### src/rtl/irq_pkg.sv
package irq_pkg;
  localparam int unsigned ADDR_W = 12;
  localparam int unsigned DATA_W = 32;

  localparam logic [ADDR_W-1:0] OFF_SYSCFG = 12'h010;
  localparam logic [ADDR_W-1:0] OFF_ACTIVE = 12'h040;
  localparam logic [ADDR_W-1:0] OFF_CTRL   = 12'h048;
  localparam logic [ADDR_W-1:0] OFF_IDLE   = 12'h050;
  localparam logic [ADDR_W-1:0] OFF_MASK   = 12'h080;
  localparam logic [ADDR_W-1:0] OFF_LVL    = 12'h100;
endpackage

### src/rtl/irq_regs.sv
module irq_regs
  import irq_pkg::*;
#(
  parameter int N_SRC  = 128,
  parameter int PRIO_W = 6,
  parameter int ID_W   = 7
) (
  input  logic              clk_i,
  input  logic              rst_ni,
  input  logic              req_i,
  input  logic              we_i,
  input  logic [ADDR_W-1:0] addr_i,
  input  logic [DATA_W-1:0] wdata_i,
  input  logic [ID_W-1:0]   act_id_i,
  output logic [DATA_W-1:0] rdata_o,
  output logic [N_SRC-1:0]  mask_o,
  output logic [PRIO_W-1:0] lvl_o [N_SRC],
  output logic              ack_o
);
  localparam int N_BANK = (N_SRC + 31) / 32;
  localparam int BANK_W = (N_BANK > 1) ? $clog2(N_BANK) : 1;

  logic              wr, rd;
  logic [ADDR_W-1:0] mask_off, lvl_off;
  logic              mask_hit, lvl_hit;
  logic [BANK_W-1:0] bank;
  logic [ID_W-1:0]   lvl_idx;
  logic [31:0]       mask_q [N_BANK];
  logic              sys_q;
  logic [1:0]        idle_q;

  assign wr       = req_i & we_i;
  assign rd       = req_i & ~we_i;
  assign mask_off = addr_i - OFF_MASK;
  assign lvl_off  = addr_i - OFF_LVL;
  assign mask_hit = (addr_i >= OFF_MASK) && (int'(mask_off[ADDR_W-1:2]) < N_BANK);
  assign lvl_hit  = (addr_i >= OFF_LVL) && (int'(lvl_off[ADDR_W-1:2]) < N_SRC);
  assign bank     = mask_off[BANK_W+1:2];
  assign lvl_idx  = lvl_off[ID_W+1:2];
  assign ack_o    = wr && (addr_i == OFF_CTRL) && wdata_i[0];

  for (genvar b = 0; b < N_BANK; b++) begin : g_bank
    logic [31:0] q;
    always_ff @(posedge clk_i or negedge rst_ni) begin
      if (!rst_ni) q <= '1;
      else if (wr && mask_hit && bank == BANK_W'(b)) q <= wdata_i;
    end
    assign mask_q[b] = q;
  end

  for (genvar n = 0; n < N_SRC; n++) begin : g_src
    localparam int B = n / 32;
    localparam int S = n % 32;
    logic [PRIO_W-1:0] q;
    always_ff @(posedge clk_i or negedge rst_ni) begin
      if (!rst_ni) q <= '0;
      else if (wr && lvl_hit && lvl_idx == ID_W'(n)) q <= wdata_i[PRIO_W-1:0];
    end
    assign lvl_o[n]  = q;
    assign mask_o[n] = mask_q[B][S];
  end

  always_ff @(posedge clk_i or negedge rst_ni) begin
    if (!rst_ni) begin
      sys_q  <= 1'b0;
      idle_q <= 2'b00;
    end else if (wr) begin
      if (addr_i == OFF_SYSCFG) sys_q  <= wdata_i[0];
      if (addr_i == OFF_IDLE)   idle_q <= wdata_i[1:0];
    end
  end

  always_comb begin
    rdata_o = '0;
    if (rd) begin
      if (mask_hit)     rdata_o = mask_q[bank];
      else if (lvl_hit) rdata_o = DATA_W'(lvl_o[lvl_idx]);
      else begin
        case (addr_i)
          OFF_SYSCFG: rdata_o = {31'b0, sys_q};
          OFF_IDLE:   rdata_o = {30'b0, idle_q};
          OFF_ACTIVE: rdata_o = DATA_W'(act_id_i);
          default:    rdata_o = '0;
        endcase
      end
    end
  end
endmodule

### src/rtl/irq_arb_tree.sv
module irq_arb_tree #(
  parameter int N_SRC  = 128,
  parameter int PRIO_W = 6,
  parameter int ID_W   = 7
) (
  input  logic [N_SRC-1:0]  cand_i,
  input  logic [PRIO_W-1:0] lvl_i [N_SRC],
  output logic              win_v_o,
  output logic [ID_W-1:0]   win_id_o
);
  localparam int LEAVES = 2 ** ID_W;
  localparam int NODES  = 2 * LEAVES - 1;

  logic              node_v  [NODES];
  logic [PRIO_W-1:0] node_p  [NODES];
  logic [ID_W-1:0]   node_id [NODES];

  for (genvar j = 0; j < LEAVES; j++) begin : g_leaf
    if (j < N_SRC) begin : g_real
      assign node_v[LEAVES-1+j]  = cand_i[j];
      assign node_p[LEAVES-1+j]  = lvl_i[j];
    end else begin : g_pad
      assign node_v[LEAVES-1+j]  = 1'b0;
      assign node_p[LEAVES-1+j]  = '1;
    end
    assign node_id[LEAVES-1+j] = ID_W'(j);
  end

  // heap order: left subtree always holds the lower numbers, so ties go left
  for (genvar i = 0; i < LEAVES - 1; i++) begin : g_node
    localparam int L = 2 * i + 1;
    localparam int R = 2 * i + 2;
    logic take_l;
    assign take_l     = node_v[L] && (!node_v[R] || node_p[L] <= node_p[R]);
    assign node_v[i]  = node_v[L] | node_v[R];
    assign node_p[i]  = take_l ? node_p[L]  : node_p[R];
    assign node_id[i] = take_l ? node_id[L] : node_id[R];
  end

  assign win_v_o  = node_v[0];
  assign win_id_o = node_id[0];
endmodule

### src/rtl/irq_hold.sv
module irq_hold #(
  parameter int ID_W = 7
) (
  input  logic            clk_i,
  input  logic            rst_ni,
  input  logic            win_v_i,
  input  logic [ID_W-1:0] win_id_i,
  input  logic            ack_i,
  output logic            irq_o,
  output logic [ID_W-1:0] act_id_o
);
  logic hold_q;

  always_ff @(posedge clk_i or negedge rst_ni) begin
    if (!rst_ni) begin
      hold_q   <= 1'b0;
      act_id_o <= '0;
    end else if (hold_q) begin
      if (ack_i) hold_q <= 1'b0;
    end else if (win_v_i) begin
      hold_q   <= 1'b1;
      act_id_o <= win_id_i;
    end
  end

  assign irq_o = hold_q;
endmodule

### src/rtl/prio_irq_ctrl.sv
module prio_irq_ctrl
  import irq_pkg::*;
#(
  parameter int N_SRC  = 128,
  parameter int PRIO_W = 6
) (
  input  logic              clk_i,
  input  logic              rst_ni,
  input  logic [N_SRC-1:0]  src_i,
  input  logic              req_i,
  input  logic              we_i,
  input  logic [ADDR_W-1:0] addr_i,
  input  logic [DATA_W-1:0] wdata_i,
  output logic [DATA_W-1:0] rdata_o,
  output logic              irq_o
);
  localparam int ID_W = (N_SRC > 1) ? $clog2(N_SRC) : 1;

  logic [N_SRC-1:0]  mask_w;
  logic [PRIO_W-1:0] lvl_w [N_SRC];
  logic              ack_w, win_v;
  logic [ID_W-1:0]   win_id, act_id;

  irq_regs #(.N_SRC(N_SRC), .PRIO_W(PRIO_W), .ID_W(ID_W)) u_regs (
    .clk_i, .rst_ni, .req_i, .we_i, .addr_i, .wdata_i,
    .act_id_i (act_id),
    .rdata_o,
    .mask_o   (mask_w),
    .lvl_o    (lvl_w),
    .ack_o    (ack_w)
  );

  irq_arb_tree #(.N_SRC(N_SRC), .PRIO_W(PRIO_W), .ID_W(ID_W)) u_arb (
    .cand_i   (src_i & ~mask_w),
    .lvl_i    (lvl_w),
    .win_v_o  (win_v),
    .win_id_o (win_id)
  );

  irq_hold #(.ID_W(ID_W)) u_hold (
    .clk_i, .rst_ni,
    .win_v_i  (win_v),
    .win_id_i (win_id),
    .ack_i    (ack_w),
    .irq_o,
    .act_id_o (act_id)
  );
endmodule

### config.mk
export PLATFORM = sky130hd
export DESIGN_NAME = prio_irq_ctrl
export DESIGN_NICKNAME = d
export VERILOG_FILES = /design/src/rtl/irq_pkg.sv /design/src/rtl/irq_regs.sv /design/src/rtl/irq_arb_tree.sv /design/src/rtl/irq_hold.sv /design/src/rtl/prio_irq_ctrl.sv
export SDC_FILE = /design/constraint.sdc
export NUM_CORES = 2
export LEC_CHECK = 0
export ABC_CLOCK_PERIOD_IN_PS = 17200
export CAP_MARGIN = 20
export CORE_MARGIN = 4
export CORE_UTILIZATION = 30
export CTS_BUF_LIST = sky130_fd_sc_hd__clkbuf_16
export DETAILED_ROUTE_END_ITERATION = 10
export GPL_ROUTABILITY_DRIVEN = 0
export SYNTH_ARGS = -nofsm -noshare
export SYNTH_HDL_FRONTEND = slang
export SYNTH_SLANG_ARGS = --single-unit
### constraint.sdc
create_clock -name clk_i -period 17.2 [get_ports clk_i]
set_input_delay 1.72 -clock clk_i [delete_from_list [all_inputs] [get_ports clk_i]]
set_output_delay 1.72 -clock clk_i [all_outputs]
set_load 0.03 [all_outputs]
# --- After elaboration in Yosys (flattened, before gate mapping) ---
# Index checks and enable logic that the tools add are counted.
word_totals:
  register_bits: 907
  out_inout_bits: 33
  word_cells: 1330
op_classes:
  n_addsub: 2
  magnitude_cmp: 133
  n_eq_ne: 134
  n_mux: 266
  bitwise: 135
  reduce_logical: 524
ops:
  columns: ["cell", "count"]
  rows:
  - ["$mux 6", 130]
  - ["$le 6x6->1", 127]
  - ["$eq 7x7->1 const B", 64]
  - ["$logic_and 1x1->1", 265]
  - ["$eq 7x6->1 const B", 32]
  - ["$mux 32", 5]
  - ["$and 128x128->128", 1]
  - ["$not 128->128", 1]
  - ["$logic_not 1->1", 127]
  - ["$logic_or 1x1->1", 127]
  - ["$or 1x1->1", 127]
  - ["$eq 7x5->1 const B", 16]
  - ["$mux 1", 67]
  - ["$bmux 32 s2", 1]
  - ["$mux 2", 32]
  - ["$eq 7x4->1 const B", 8]
  - ["$mux 3", 16]
  - ["$bmux 6 s7", 1]
  - ["$eq 12x7->1 const B", 3]
  - ["$mux 4", 8]
  - ["$eq 7x3->1 const B", 4]
  - ["$pmux 7 s3", 1]
  - ["$mux 5", 4]
  - ["$eq 7x2->1 const B", 2]
  - ["20 further kinds", 25]

# --- Depth between registers and ports, before layout ---
depth:
  word_depth: 30
  ltp_mapped: 86
  depth_no_buf: 82

# --- Hierarchy ---
# From an unflattened synthesis, not the netlist that was laid out.
unflattened:
  cells_unflattened: 7297
  hier_area_um2: 75235.9
by_module_without_submodules:
  columns: ["mod", "n_inst", "cells_each", "area_per_inst_um2"]
  rows:
  - ["irq_regs", 1, 2686, 41898.9]
  - ["irq_arb_tree", 1, 4464, 31241.2]
  - ["prio_irq_ctrl", 1, 128, 1761.7]
  - ["irq_hold", 1, 19, 334.1]

# --- Worst setup path before layout ---
# OpenSTA, ideal clock, no wires.
synth_path:
  path_kind: "input to register"
  from: "in src_i[5]"
  to: "reg u_hold.act_id_o[0]"
  arrival_time_ns: 13.777
  required_time_ns: 17.066
  setup_slack_ns: 3.290
  cell_stages: 69
  path_buffers: 6
  cell_sequence: "nor2b_1 o21ai_0 o21a_1 clkbuf_1 mux2i_1 inv_1 ha_1 nor2b_1 o21ai_0 nand2b_1 a221o_1 a31oi_1 mux2i_1 inv_1 ha_1 nor2b_1 o21a_1 o21a_1 [33 not listed] clkbuf_1 nor2_1 a21oi_1 ha_1 nor2b_1 o21a_1 o21a_1 o21ai_0 nand2b_1 a21oi_1 a311oi_1 or2_2 nand2b_1 nand2b_1 clkbuf_1 a311oi_1 mux2i_1 nand4_1"
synth_between:
  elab_chain_cells: 29
synth_lines:
  columns: ["item", "line_no", "text"]
  rows:
  - ["start: declaration", "prio_irq_ctrl.sv:9", "input logic [N_SRC-1:0] src_i,"]
  - ["$and 128x128->128 (*)", "prio_irq_ctrl.sv:34", ".cand_i (src_i & ~mask_w),"]
  - ["$logic_not 1->1", "irq_arb_tree.sv:34", "assign take_l = node_v[L] && (!node_v[R] || node_p[L] <= node_p[R]);"]
  - ["$logic_or 1x1->1", "irq_arb_tree.sv:34", null]
  - ["$logic_and 1x1->1", "irq_arb_tree.sv:34", null]
  - ["$mux 6", "irq_arb_tree.sv:36", "assign node_p[i] = take_l ? node_p[L] : node_p[R];"]
  - ["$le 6x6->1", "irq_arb_tree.sv:34", null]
  - ["$logic_or 1x1->1", "irq_arb_tree.sv:34", null]
  - ["$logic_and 1x1->1", "irq_arb_tree.sv:34", null]
  - ["[13 not listed]", null, null]
  - ["$le 6x6->1", "irq_arb_tree.sv:34", null]
  - ["$logic_or 1x1->1", "irq_arb_tree.sv:34", null]
  - ["$logic_and 1x1->1", "irq_arb_tree.sv:34", null]
  - ["$mux 6", "irq_arb_tree.sv:36", null]
  - ["$le 6x6->1", "irq_arb_tree.sv:34", null]
  - ["$logic_or 1x1->1", "irq_arb_tree.sv:34", null]
  - ["$logic_and 1x1->1", "irq_arb_tree.sv:34", null]
  - ["$mux 7", "irq_arb_tree.sv:37", "assign node_id[i] = take_l ? node_id[L] : node_id[R];"]
  - ["end signal: assignment", "irq_hold.sv:22", "act_id_o <= win_id_i;"]
  - ["end: declaration", "irq_hold.sv:10", "output logic [ID_W-1:0] act_id_o"]
# Every way passes the cells marked *; elsewhere a longest branch is shown, timed or not.
# A chain may end at the register's enable or synchronous reset.

# --- Worst setup path after layout ---
layout_path:
  from: "in src_i[41]"
  to: "reg u_hold.act_id_o[1]"
# The elaborated chain is that of the path after synthesis.

==> reports/metrics.yaml <==
status:
  outcome: "completed"
routing:
  via_per_inst: 5.64
  vias: 60896
  post_drt_wl_per_cell_um: 25.4
  ant_nets: 0
  wl_mm: 274
  drc: 0
  dr.pass1.iters: 6
  drt_iter0_drc: 5624
clocking:
  htreeDepth: 3
  cts_buffer_depth: 3
  path_clk_slew_ns: 0.06
  ctsHoldBuffers: 0
  clkSinkCount: 907
  cts_resized: 0
  clock_latency_ns: 0.78
  post-cts-setup-buffers: 0
  cts_root_buffer: "clkbuf_16"
  cts_buffers: 105
  cts_tree: "done"
logic_synthesis:
  ys_types: 113
  synthFlopType: "dfrtp_1"
  yosysSeqAreaShare_pct: 31.1
  syn_area_um2: 73600
  synth_area_leader_cell: "dfrtp_1"
  syn_area_per_cell_um2: 10.0
  synth_cells: 7344
  ys_warn_count: 0
  synth-seq-cells: 907
  synth.top_cell.area_share_pct: 26.5
  yosys-top-cells-area: "dfrtp_1 27%, mux2_2 14%, ha_1 12%"
  syn_nets: 8227
  synth_edf_count: 0
  synthArstFlopShare_pct: 100
pwr:
  leakage_nw: 37.9
  peakVddDrop_v: 0.000140
  powerDensity_nw_per_um2: 83.3
critical_path:
  worstSetupPathType: "input port to flop"
  cp.depth: 67
  path_max_fanout: 16
  path_buf_inv: 7
  critPathSlowestCell: "nor2b_1"
  cpPeakStageDelay_ns: 0.64
  cp_data_arrival_time_ns: 16.98
  reg2reg_depth: 71
  critPathTopFamily: "compound AO/OA/AOI/OAI gates"
  crit_path_start_kind: "input port"
  cp.required_ns: 17.91
  end_kind: "flop"
sta:
  fin_skew_ns: 0.0516
  setup_violations: 0
  hold_viol: 0
  finalMaxSlewViolations: 0
  min_period_ns: 16.28
  fin_tns_setup_ns: 0
  timing.final.crit_share_pct: 94.6
  worst_slew_pin_slew_ns: 1.23
  slew_headroom_pct: 17.7
  fmax_ghz: 0.0614
  grt_setup_unrepaired: "no"
die:
  die_w_um: 503
  ios: 209
  std_cell_rows: 181
  die_h_um: 503
  start_util_pct: 30.2
  die_area_um2: 253000
  core-area_um2: 244000
global_routing:
  antenna_found_initial: 33
  overflow: 0
  grt_pass1_wl_mm: 401
  grt_pass1_vias: 59893
  track_usage_pct: 21.1
  grt_max_degree: 179
layout:
  syn2layout_area_growth_pct: 13.0
  nNetsFinal: 8342
  layout-drive-gt1-share_pct: 22.0
  regArea_um2: 22900
  fill_cells: 24381
  multi_input_area_um2: 47300
  design_area_um2: 83100
flow_run:
  drv_cap: 0
place:
  numPortBuffers: 208
  placed_area_um2: 79300
  dp_hpwl_mm: 212
hold_path:
  min_path_cells: 2
  hp-class: "flop to flop"
## logic make-up after synthesis
family,after synthesis,synth area share (%)
compound gates,1486,13.1
xor+xnor,39,0.464
fa+ha+maj,723,12.2
buf+inv,938,4.82
flops,907,31.1
mux,1487,26.6
simple gates,1764,11.7
## per-layer routing
metal / vias up / wire, um / track usage [%]
met5: - / 49 / 0
met4: 8 / 19500 / 12.2
met3: 641 / 20700 / 3.67
met2: 2396 / 122000 / 33.3
met1: 30754 / 111000 / 27.0
li1: 27097 / - / -
## cells in the mapped netlist (36+ instances only)
cell	number
nor2_1	434
nor3_1	55
o21a_1	221
a21o_1	51
o211ai_1	48
dfrtp_1	779
nand4_1	104
mux4_2	283
nand3_1	67
ha_1	707
mux2_2	896
a211oi_1	59
dfstp_2	128
nor2b_1	260
a21oi_1	366
nand2b_1	104
buf_1	40
nand2_1	546
o21ai_0	410
clkbuf_1	230
and2_1	40
inv_1	656
a31oi_1	36
mux2i_1	301
## area by class of cell
cell class | instances | share of cell area [%]
clock buffers | 105 | 3.16
flip-flops and latches | 907 | 27.5
multi-input cells | 5499 | 56.9
inverters | 660 | 2.98
well taps | 3202 | 4.82
diodes | 43 | 0.129
repair buffers | 286 | 3.29
clock inverters | 93 | 1.26
## final timing paths
check | start | to | slack [ns]
setup / recovery | src_i[41] | u_hold.act_id_o[1] | 0.92
hold / removal | u_hold.act_id_o[5] | u_hold.act_id_o[5] | 0.51
setup reg to reg | u_regs.g_src[51].q[1] | u_hold.act_id_o[1] | 1.38
hold reg to reg | u_hold.act_id_o[5] | u_hold.act_id_o[5] | 0.51
max in group asynchronous | rst_ni | u_regs.g_src[103].q[0] | 13.21
min in group asynchronous | rst_ni | u_regs.g_src[4].q[3] | 0.93
## power by group
part,total [mW],switching (mW),internal (mW)
logic,2.31,1.44,0.863
clock network,2.42,1.02,1.39
registers,2.20,0.0359,2.17
total,6.93,2.50,4.42
## worst reg2reg max path, delay by kind of cell (launching register included)
kind	cells	cell delay, ns
AOI/OAI and AO/OA	35	7.42
adders and majority gates	7	2.23
buffers and inverters	6	1.37
DFF	1	0.40
muxes	2	0.69
and+or+nand+nor	21	3.68
## placed cells by master (no fill, tap or decap), drive strengths merged, types with 20 or more instances in the layout
cell type and count:
mux2 901, dfrtp 779, ha 707, inv 684, nand2 546, nor2 434
o21ai 432, a21oi 367, mux2i 303, mux4 283, nor2b 260, o21a 221
clkdlybuf4s50 196, dfstp 128, clkbuf 106, nand2b 106, nand4 104, buf 89
nand3 67, a211oi 62, nor3 57, a21o 51, o211ai 51, diode 43
and2 42, clkinv 40, a31oi 39, or2 31, and3 29, xnor2 29
and4 26, o31a 24, or3 22, o31ai 22, o221ai 20
## through the flow
step	total power, mW	worst slack (ns)	hold slack (ns)	util, %	cells
2_1_floorplan	3.70	3.29	0.449	-	7344
3_3_place_gp	4.41	0.645	0.493	32.5	10549
3_5_place_dp	4.44	0.525	0.497	32.5	10551
4_1_cts	6.88	1.30	0.511	34.0	10749
5_1_grt	7.21	0.00672	0.529	34.1	10787
6_report	6.93	0.922	0.510	34.1	10795
## registers in the layout (all words and copies together) (netlist names)
register         flops
u_regs.g_src.q     768
u_regs.g_bank.q    128
u_hold.act_id_o      7
u_regs.idle_q        2
u_hold.irq_o         1
u_regs.sys_q         1
Power figures use the tool's default switching activity.
